$ cat src/rtl/hbs_pkg.sv
package hbs_pkg;

  typedef enum logic [1:0] {
    TGT_NONE = 2'd0,
    TGT_HI   = 2'd1,
    TGT_LO   = 2'd2
  } tgt_e;

  // guard interval in ns for a 2-bit code
  function automatic int unsigned dead_ns(input logic [1:0] code);
    case (code)
      2'd0:    return 40;
      2'd1:    return 120;
      2'd2:    return 200;
      default: return 400;
    endcase
  endfunction

  // high-current phase in ns: doubles with each code step from 500 ns
  function automatic int unsigned peak_ns(input logic [1:0] code);
    return 500 << code;
  endfunction

  // round a duration up to whole clock cycles
  function automatic int unsigned ns_to_cyc(input int unsigned ns,
                                            input int unsigned clk_ns);
    return (ns + clk_ns - 1) / clk_ns;
  endfunction

  // command pair to target; conflicting commands mean no switch
  function automatic tgt_e decode_cmd(input logic hi, input logic lo);
    if (hi && !lo) return TGT_HI;
    if (lo && !hi) return TGT_LO;
    return TGT_NONE;
  endfunction

endpackage

$ cat src/rtl/hbs_dead_timer.sv
module hbs_dead_timer
  import hbs_pkg::*;
#(
  parameter int unsigned CLK_NS    = 20,
  parameter bit          FIXED_CFG = 1'b0,
  parameter int unsigned CW        = 8
) (
  input  logic       clk,
  input  logic       rst_n,
  input  logic       en_i,
  input  logic       hi_i,
  input  logic       lo_i,
  input  logic [1:0] dt_code_i,
  output logic [1:0] on_nxt_o,
  output logic       restart_o
);

  tgt_e          tgt_in, tgt_q, tgt_n;
  logic [CW-1:0] cnt_q, cnt_n, dead_load;

  generate
    if (FIXED_CFG) begin : g_fixed_dt
      assign dead_load = CW'(ns_to_cyc(120, CLK_NS));
    end else begin : g_prog_dt
      always_comb dead_load = CW'(ns_to_cyc(dead_ns(dt_code_i), CLK_NS));
    end
  endgenerate

  assign tgt_in = decode_cmd(hi_i, lo_i);

  always_comb begin
    tgt_n     = tgt_q;
    cnt_n     = cnt_q;
    restart_o = 1'b0;
    if (!en_i) begin
      tgt_n = TGT_NONE;
      cnt_n = dead_load;
    end else if (tgt_in != tgt_q) begin
      tgt_n     = tgt_in;
      cnt_n     = dead_load;
      restart_o = 1'b1;
    end else if (cnt_q != '0) begin
      cnt_n = cnt_q - CW'(1);
    end
  end

  assign on_nxt_o[0] = en_i && (tgt_n == TGT_HI) && (cnt_n == '0);
  assign on_nxt_o[1] = en_i && (tgt_n == TGT_LO) && (cnt_n == '0);

  always_ff @(posedge clk or negedge rst_n) begin
    if (!rst_n) begin
      tgt_q <= TGT_NONE;
      cnt_q <= '0;
    end else begin
      tgt_q <= tgt_n;
      cnt_q <= cnt_n;
    end
  end

endmodule

$ cat src/rtl/hbs_phase.sv
module hbs_phase
#(
  parameter int unsigned CLK_NS    = 20,
  parameter bit          FIXED_CFG = 1'b0,
  parameter int unsigned CW        = 8
) (
  input  logic       clk,
  input  logic       rst_n,
  input  logic       en_i,
  input  logic       on_nxt_i,
  input  logic [1:0] pk_code_i,
  input  logic [2:0] src_code_i,
  input  logic [2:0] snk_code_i,
  output logic       on_o,
  output logic       peak_o,
  output logic [2:0] str_o
);
  import hbs_pkg::*;

  logic          on_q;
  logic [CW-1:0] pk_cnt_q, pk_load;
  logic [2:0]    str_q;
  logic          flip;

  generate
    if (FIXED_CFG) begin : g_fixed_pk
      assign pk_load = CW'(ns_to_cyc(4000, CLK_NS));
    end else begin : g_prog_pk
      always_comb pk_load = CW'(ns_to_cyc(peak_ns(pk_code_i), CLK_NS));
    end
  endgenerate

  assign flip = en_i && (on_nxt_i != on_q);

  always_ff @(posedge clk or negedge rst_n) begin
    if (!rst_n) begin
      on_q     <= 1'b0;
      pk_cnt_q <= '0;
      str_q    <= 3'd0;
    end else if (!en_i) begin
      on_q     <= 1'b0;
      pk_cnt_q <= '0;
      str_q    <= 3'd0;
    end else if (flip) begin
      on_q     <= on_nxt_i;
      pk_cnt_q <= pk_load;
      str_q    <= on_nxt_i ? src_code_i : snk_code_i;
    end else if (pk_cnt_q != '0) begin
      pk_cnt_q <= pk_cnt_q - CW'(1);
    end
  end

  assign on_o   = on_q;
  assign peak_o = (pk_cnt_q != '0);
  assign str_o  = peak_o ? str_q : 3'd0;

endmodule

$ cat src/rtl/hbs_gate_seq.sv
module hbs_gate_seq
  import hbs_pkg::*;
#(
  parameter int unsigned CLK_NS    = 20,
  parameter bit          FIXED_CFG = 1'b0
) (
  input  logic       clk,
  input  logic       rst_n,
  input  logic       en_i,
  input  logic       hi_cmd_i,
  input  logic       lo_cmd_i,
  input  logic [1:0] dt_code_i,
  input  logic [1:0] pk_code_i,
  input  logic [2:0] src_code_i,
  input  logic [2:0] snk_code_i,
  output logic       hs_on_o,
  output logic       ls_on_o,
  output logic       hs_peak_o,
  output logic       ls_peak_o,
  output logic [2:0] hs_str_o,
  output logic [2:0] ls_str_o,
  output logic       hs_pd_o,
  output logic       ls_pd_o
);

  localparam int unsigned MAX_CYC = ns_to_cyc(4000, CLK_NS);
  localparam int unsigned CW      = $clog2(MAX_CYC + 1);
  localparam int unsigned NGATE   = 2;

  logic [NGATE-1:0] on_nxt, on, peak;
  logic [2:0]       str [NGATE];
  logic             dead_restart;

  hbs_dead_timer #(.CLK_NS(CLK_NS), .FIXED_CFG(FIXED_CFG), .CW(CW)) u_dead (
    .clk       (clk),
    .rst_n     (rst_n),
    .en_i      (en_i),
    .hi_i      (hi_cmd_i),
    .lo_i      (lo_cmd_i),
    .dt_code_i (dt_code_i),
    .on_nxt_o  (on_nxt),
    .restart_o (dead_restart)
  );

  for (genvar g = 0; g < NGATE; g++) begin : g_gate
    hbs_phase #(.CLK_NS(CLK_NS), .FIXED_CFG(FIXED_CFG), .CW(CW)) u_phase (
      .clk        (clk),
      .rst_n      (rst_n),
      .en_i       (en_i),
      .on_nxt_i   (on_nxt[g]),
      .pk_code_i  (pk_code_i),
      .src_code_i (src_code_i),
      .snk_code_i (snk_code_i),
      .on_o       (on[g]),
      .peak_o     (peak[g]),
      .str_o      (str[g])
    );
  end

  assign hs_on_o   = on[0];
  assign ls_on_o   = on[1];
  assign hs_peak_o = peak[0];
  assign ls_peak_o = peak[1];
  assign hs_str_o  = str[0];
  assign ls_str_o  = str[1];
  // turn-on peak of one gate asks for a strong hold-off on the other
  assign hs_pd_o   = peak[1] & on[1];
  assign ls_pd_o   = peak[0] & on[0];

endmodule

$ cat config.mk
export PLATFORM = sky130hd
export DESIGN_NAME = hbs_gate_seq
export DESIGN_NICKNAME = d
export VERILOG_FILES = /design/src/rtl/hbs_pkg.sv /design/src/rtl/hbs_dead_timer.sv /design/src/rtl/hbs_phase.sv /design/src/rtl/hbs_gate_seq.sv
export SDC_FILE = /design/constraint.sdc
export NUM_CORES = 1
export LEC_CHECK = 0
export ABC_AREA = 1
export CORE_ASPECT_RATIO = 0.75
export CORE_UTILIZATION = 45
export DETAILED_ROUTE_END_ITERATION = 10
export PLACE_DENSITY_LB_ADDON = 0.3
export SLEW_MARGIN = 20
export SYNTH_ARGS = -nofsm -noshare
export SYNTH_HDL_FRONTEND = slang
export SYNTH_SLANG_ARGS = --single-unit
$ cat constraint.sdc
create_clock -name clk -period 5.6 [get_ports clk]
set_input_delay 1.12 -clock clk [delete_from_list [all_inputs] [get_ports clk]]
set_output_delay 1.12 -clock clk [all_outputs]
set_load 0.03 [all_outputs]
==> flow_summary_export.csv <==
group,metric,value,unit
outcome,outcome,"finished, final reports clean",
synth,asyncSetResetFlopFracSynth,1.00,
setup_path,cp_data_arrival_time,2.58,ns
routing,drt_pre_antenna_iters,5,
clocking,cts_setup_buffers,0,
clocking,clk_root_buffer_cell,"sky130_fd_sc_hd__clkbuf_8",
synth,synth.largest_area_cell,"sky130_fd_sc_hd__dfrtp_1",
routing,drt_first_iter_violations,173,
clocking,tritoncts_num_sinks,34,
global_routing,grt_first_pass_wirelength,10700,µm
setup_path,worst_r2r_path_depth,15,
die,pin_count,27,
sta,totalNegativeSetupSlack,0,ns
pwr,leakage,1.68,nW
synth,yosys_register_bits,34,
sta,setup_viol_count_final,0,
clocking,tritoncts.num_buffers,5,
setup_path,path_class,"register to output pin",
cells_and_area,stdcell_area,3240,µm²
die,area_of_the_core,5890,µm²
sta,final_min_period_over_clock_period,0.661,
synth,synth_fp_nets,427,
clocking,cts_tree,"yes",
sta,hold_viol,0,
pwr,power-per-cell-area,311,nW/µm²
die,floorplan.die_area,6490,µm²
cells_and_area,layout-drive-gt1-share,0.139,
sta,grt_setup_unrepaired,"false",
routing,viasPerCell,5.06,
placed_design,postPlaceCellArea,3140,µm²
synth,post_synth.cell_area_avg,7.10,µm²
global_routing,grt_overflow_total,0,
clocking,postCtsHoldBufs,0,
global_routing,maximum_number_of_pins_on_one_net_before_global_route_repair,35,
sta,clock_skew,0.00310,ns
clocking,clock_insertion_delay_worst_skew,0.28,ns
setup_path,critPathLaunchType,"register",
setup_path,ff2ff_setup_slack,3.20,ns
synth,synth.yosys.warnings,0,
clocking,cts_htree_levels,2,
routing,drt_wl_total,6250,µm
sta,timing.slew.headroom,0.454,
setup_path,required_time_of_the_critical_path,4.48,ns
clocking,cts.repair.resized,0,
global_routing,first_global_vias,2331,
setup_path,critical_path.endpoint_type,"output pin",
synth,synth-seq-area-share,0.306,
cells_and_area,fillCellCount,567,
cells_and_area,area_growth,16.5,%
routing,detailroute.via_count,2547,
setup_path,crit_fanout,9,
clocking,cts.path.max_buffers,2,
routing,avgRoutedWirePerCell,12.4,µm
routing,postRouteAntennaNets,0,
die,fp.dieW,92.7,µm
synth,synth_area_leaders,"sky130_fd_sc_hd__dfrtp_1 (31%), sky130_fd_sc_hd__nand2_1 (13%), sky130_fd_sc_hd__ha_1 (9.5%), sky130_fd_sc_hd__nand3_1 (8.1%), sky130_fd_sc_hd__inv_1 (7.8%)",
cells_and_area,finalNetCount,460,
synth,syn-cell-area,2780,µm²
synth,synth_edf_count,0,
placed_design,io_buffers,26,
synth,yosys.cell_types.count,27,
pwr,power.ir.vdd_worst,188,µV
synth,synth_commonest_cells,"sky130_fd_sc_hd__nand2_1 (95), sky130_fd_sc_hd__inv_1 (58), sky130_fd_sc_hd__nand3_1 (45)",
hold_path,min_path_cells,2,
placed_design,detailedPlacementHpwl,4870,µm
die,core.rowCount,24,
placed_design,routabilityCongestion,0.863,
sta,layout_min_cycle_time,3.70,ns
setup_path,worst_setup_path_startpoint,"g_gate[1].u_phase.pk_cnt_q[0]",
sta,timing_max_transition_violations_final,0,
clocking,clkTransAtPathRegs,0.07,ns
global_routing,antenna_violations_before_repair,0,
die,vertical_die_dimension,70.0,µm
die,initial_utilization,0.472,
synth,top_count_cell_post_synth,"sky130_fd_sc_hd__nand2_1",
synth,postSynthCellCount,391,
setup_path,r2r_start,"u_dead.cnt_q[0]",
sta,timing.fmax,0.270,GHz
synth,synth_top_area_frac,0.306,
global_routing,overall_fraction_of_global_route_tracks_in_use,0.208,
sta,worst_slew_pin_slew,0.813,ns
hold_path,type_of_the_worst_min_delay_path,"register to register",
hold_path,holdCritStartpoint,"g_gate[0].u_phase.str_q[1]",
synth,ys_dominant_reg_cell,"sky130_fd_sc_hd__dfrtp_1",
cells_and_area,n_antenna_cell,0,
job,drv_cap,0,
routing,detailed_route_drc_error_count,0,
metal layers:
metal | vias to the layer above | share of wire | GRT usage
met5 | - | 0 | 0
met4 | 0 | 0.0037 | 0.0359
met3 | 2 | 0.068 | 0.0414
met2 | 86 | 0.41 | 0.307
met1 | 1168 | 0.51 | 0.316
li1 | 1291 | - | -
critical path, cell delays in order (launching register included):
cell	delay, ns
sky130_fd_sc_hd__dfrtp_1	0.38
sky130_fd_sc_hd__inv_1	0.14
sky130_fd_sc_hd__ha_1	0.18
sky130_fd_sc_hd__inv_1	0.05
sky130_fd_sc_hd__nor4_2	0.71
sky130_fd_sc_hd__inv_1	0.20
sky130_fd_sc_hd__clkdlybuf4s50_1	0.65
path summary, 6_finish.rpt:
check,to
max,ls_peak_o
min,g_gate[0].u_phase.str_q[1]
max reg2reg,g_gate[1].u_phase.pk_cnt_q[3]
min reg2reg,g_gate[0].u_phase.str_q[1]
max in group asynchronous,u_dead.cnt_q[6]
min in group asynchronous,g_gate[1].u_phase.on_o
power breakdown:
group          total, W  switching, W  internal (W)  leakage (nW)
combinational  0.000484      0.000299      0.000185          1.18
clock          0.000187     0.0000880     0.0000993        0.0482
sequential     0.000333     0.0000394      0.000294         0.450
through the flow:
step / total power, W / instances / hold WS [ns] / setup slack, ns / util
3_3_place_gp: 0.000806 / 495 / 0.510 / 2.17 / 0.534
4_1_cts: 0.00101 / 503 / 0.530 / 1.87 / 0.550
5_1_grt: 0.00109 / 503 / 0.553 / 1.77 / 0.550
2_1_floorplan: 0.000695 / 391 / 0.486 / 2.69 / -
3_5_place_dp: 0.000817 / 495 / 0.515 / 2.09 / 0.534
6_report: 0.00100 / 503 / 0.531 / 1.90 / 0.550
flip-flops by register name (all words and copies together) (netlist names):
| name | count |
|---|---|
| u_dead.cnt_q | 8 |
| g_gate.u_phase.pk_cnt_q | 16 |
| g_gate.u_phase.str_q | 6 |
| u_dead.tgt_q | 2 |
| g_gate.u_phase.on_o | 2 |
cells in the final DEF, fill, tap and decap left out, drive strengths merged:
| master | netlist | layout |
|---|---|---|
| nand3 | 47 | 47 |
| nand4 | 12 | 12 |
| nand2 | 115 | 115 |
| dfrtp | 34 | 34 |
| buf | 1 | 3 |
| inv | 64 | 64 |
| nand3b | 1 | 1 |
| xnor2 | 2 | 2 |
| clkinv | 0 | 1 |
| a211o | 1 | 1 |
| ha | 21 | 21 |
| nor4 | 2 | 2 |
| nor2 | 49 | 49 |
| o21ai | 15 | 15 |
| clkbuf | 2 | 7 |
| clkdlybuf4s50 | 0 | 26 |
| nor3 | 2 | 2 |
| xor2 | 11 | 11 |
| a21oi | 12 | 12 |
logic make-up after synthesis:
logic type / Yosys count / synth area share
AOI/OAI and AO/OA: 28 / 0.0599
xor gates and xnor gates: 13 / 0.0410
adders and majority gates: 21 / 0.0946
buffers and inverters: 67 / 0.0910
DFF: 34 / 0.306
and+or+nand+nor: 228 / 0.407
cell type report:
| type | instances | area (µm²) | share of cell area |
|---|---|---|---|
| timing repair buffer | 29 | 283 | 0.0874 |
| inverter | 64 | 240 | 0.0742 |
| sequential | 34 | 851 | 0.263 |
| tap | 78 | 97.6 | 0.0302 |
| clock inverter | 1 | 5.00 | 0.00155 |
| multi-input combinational | 290 | 1670 | 0.517 |
| clock buffer | 7 | 86.3 | 0.0267 |
(Power assumes the default switching activity.)
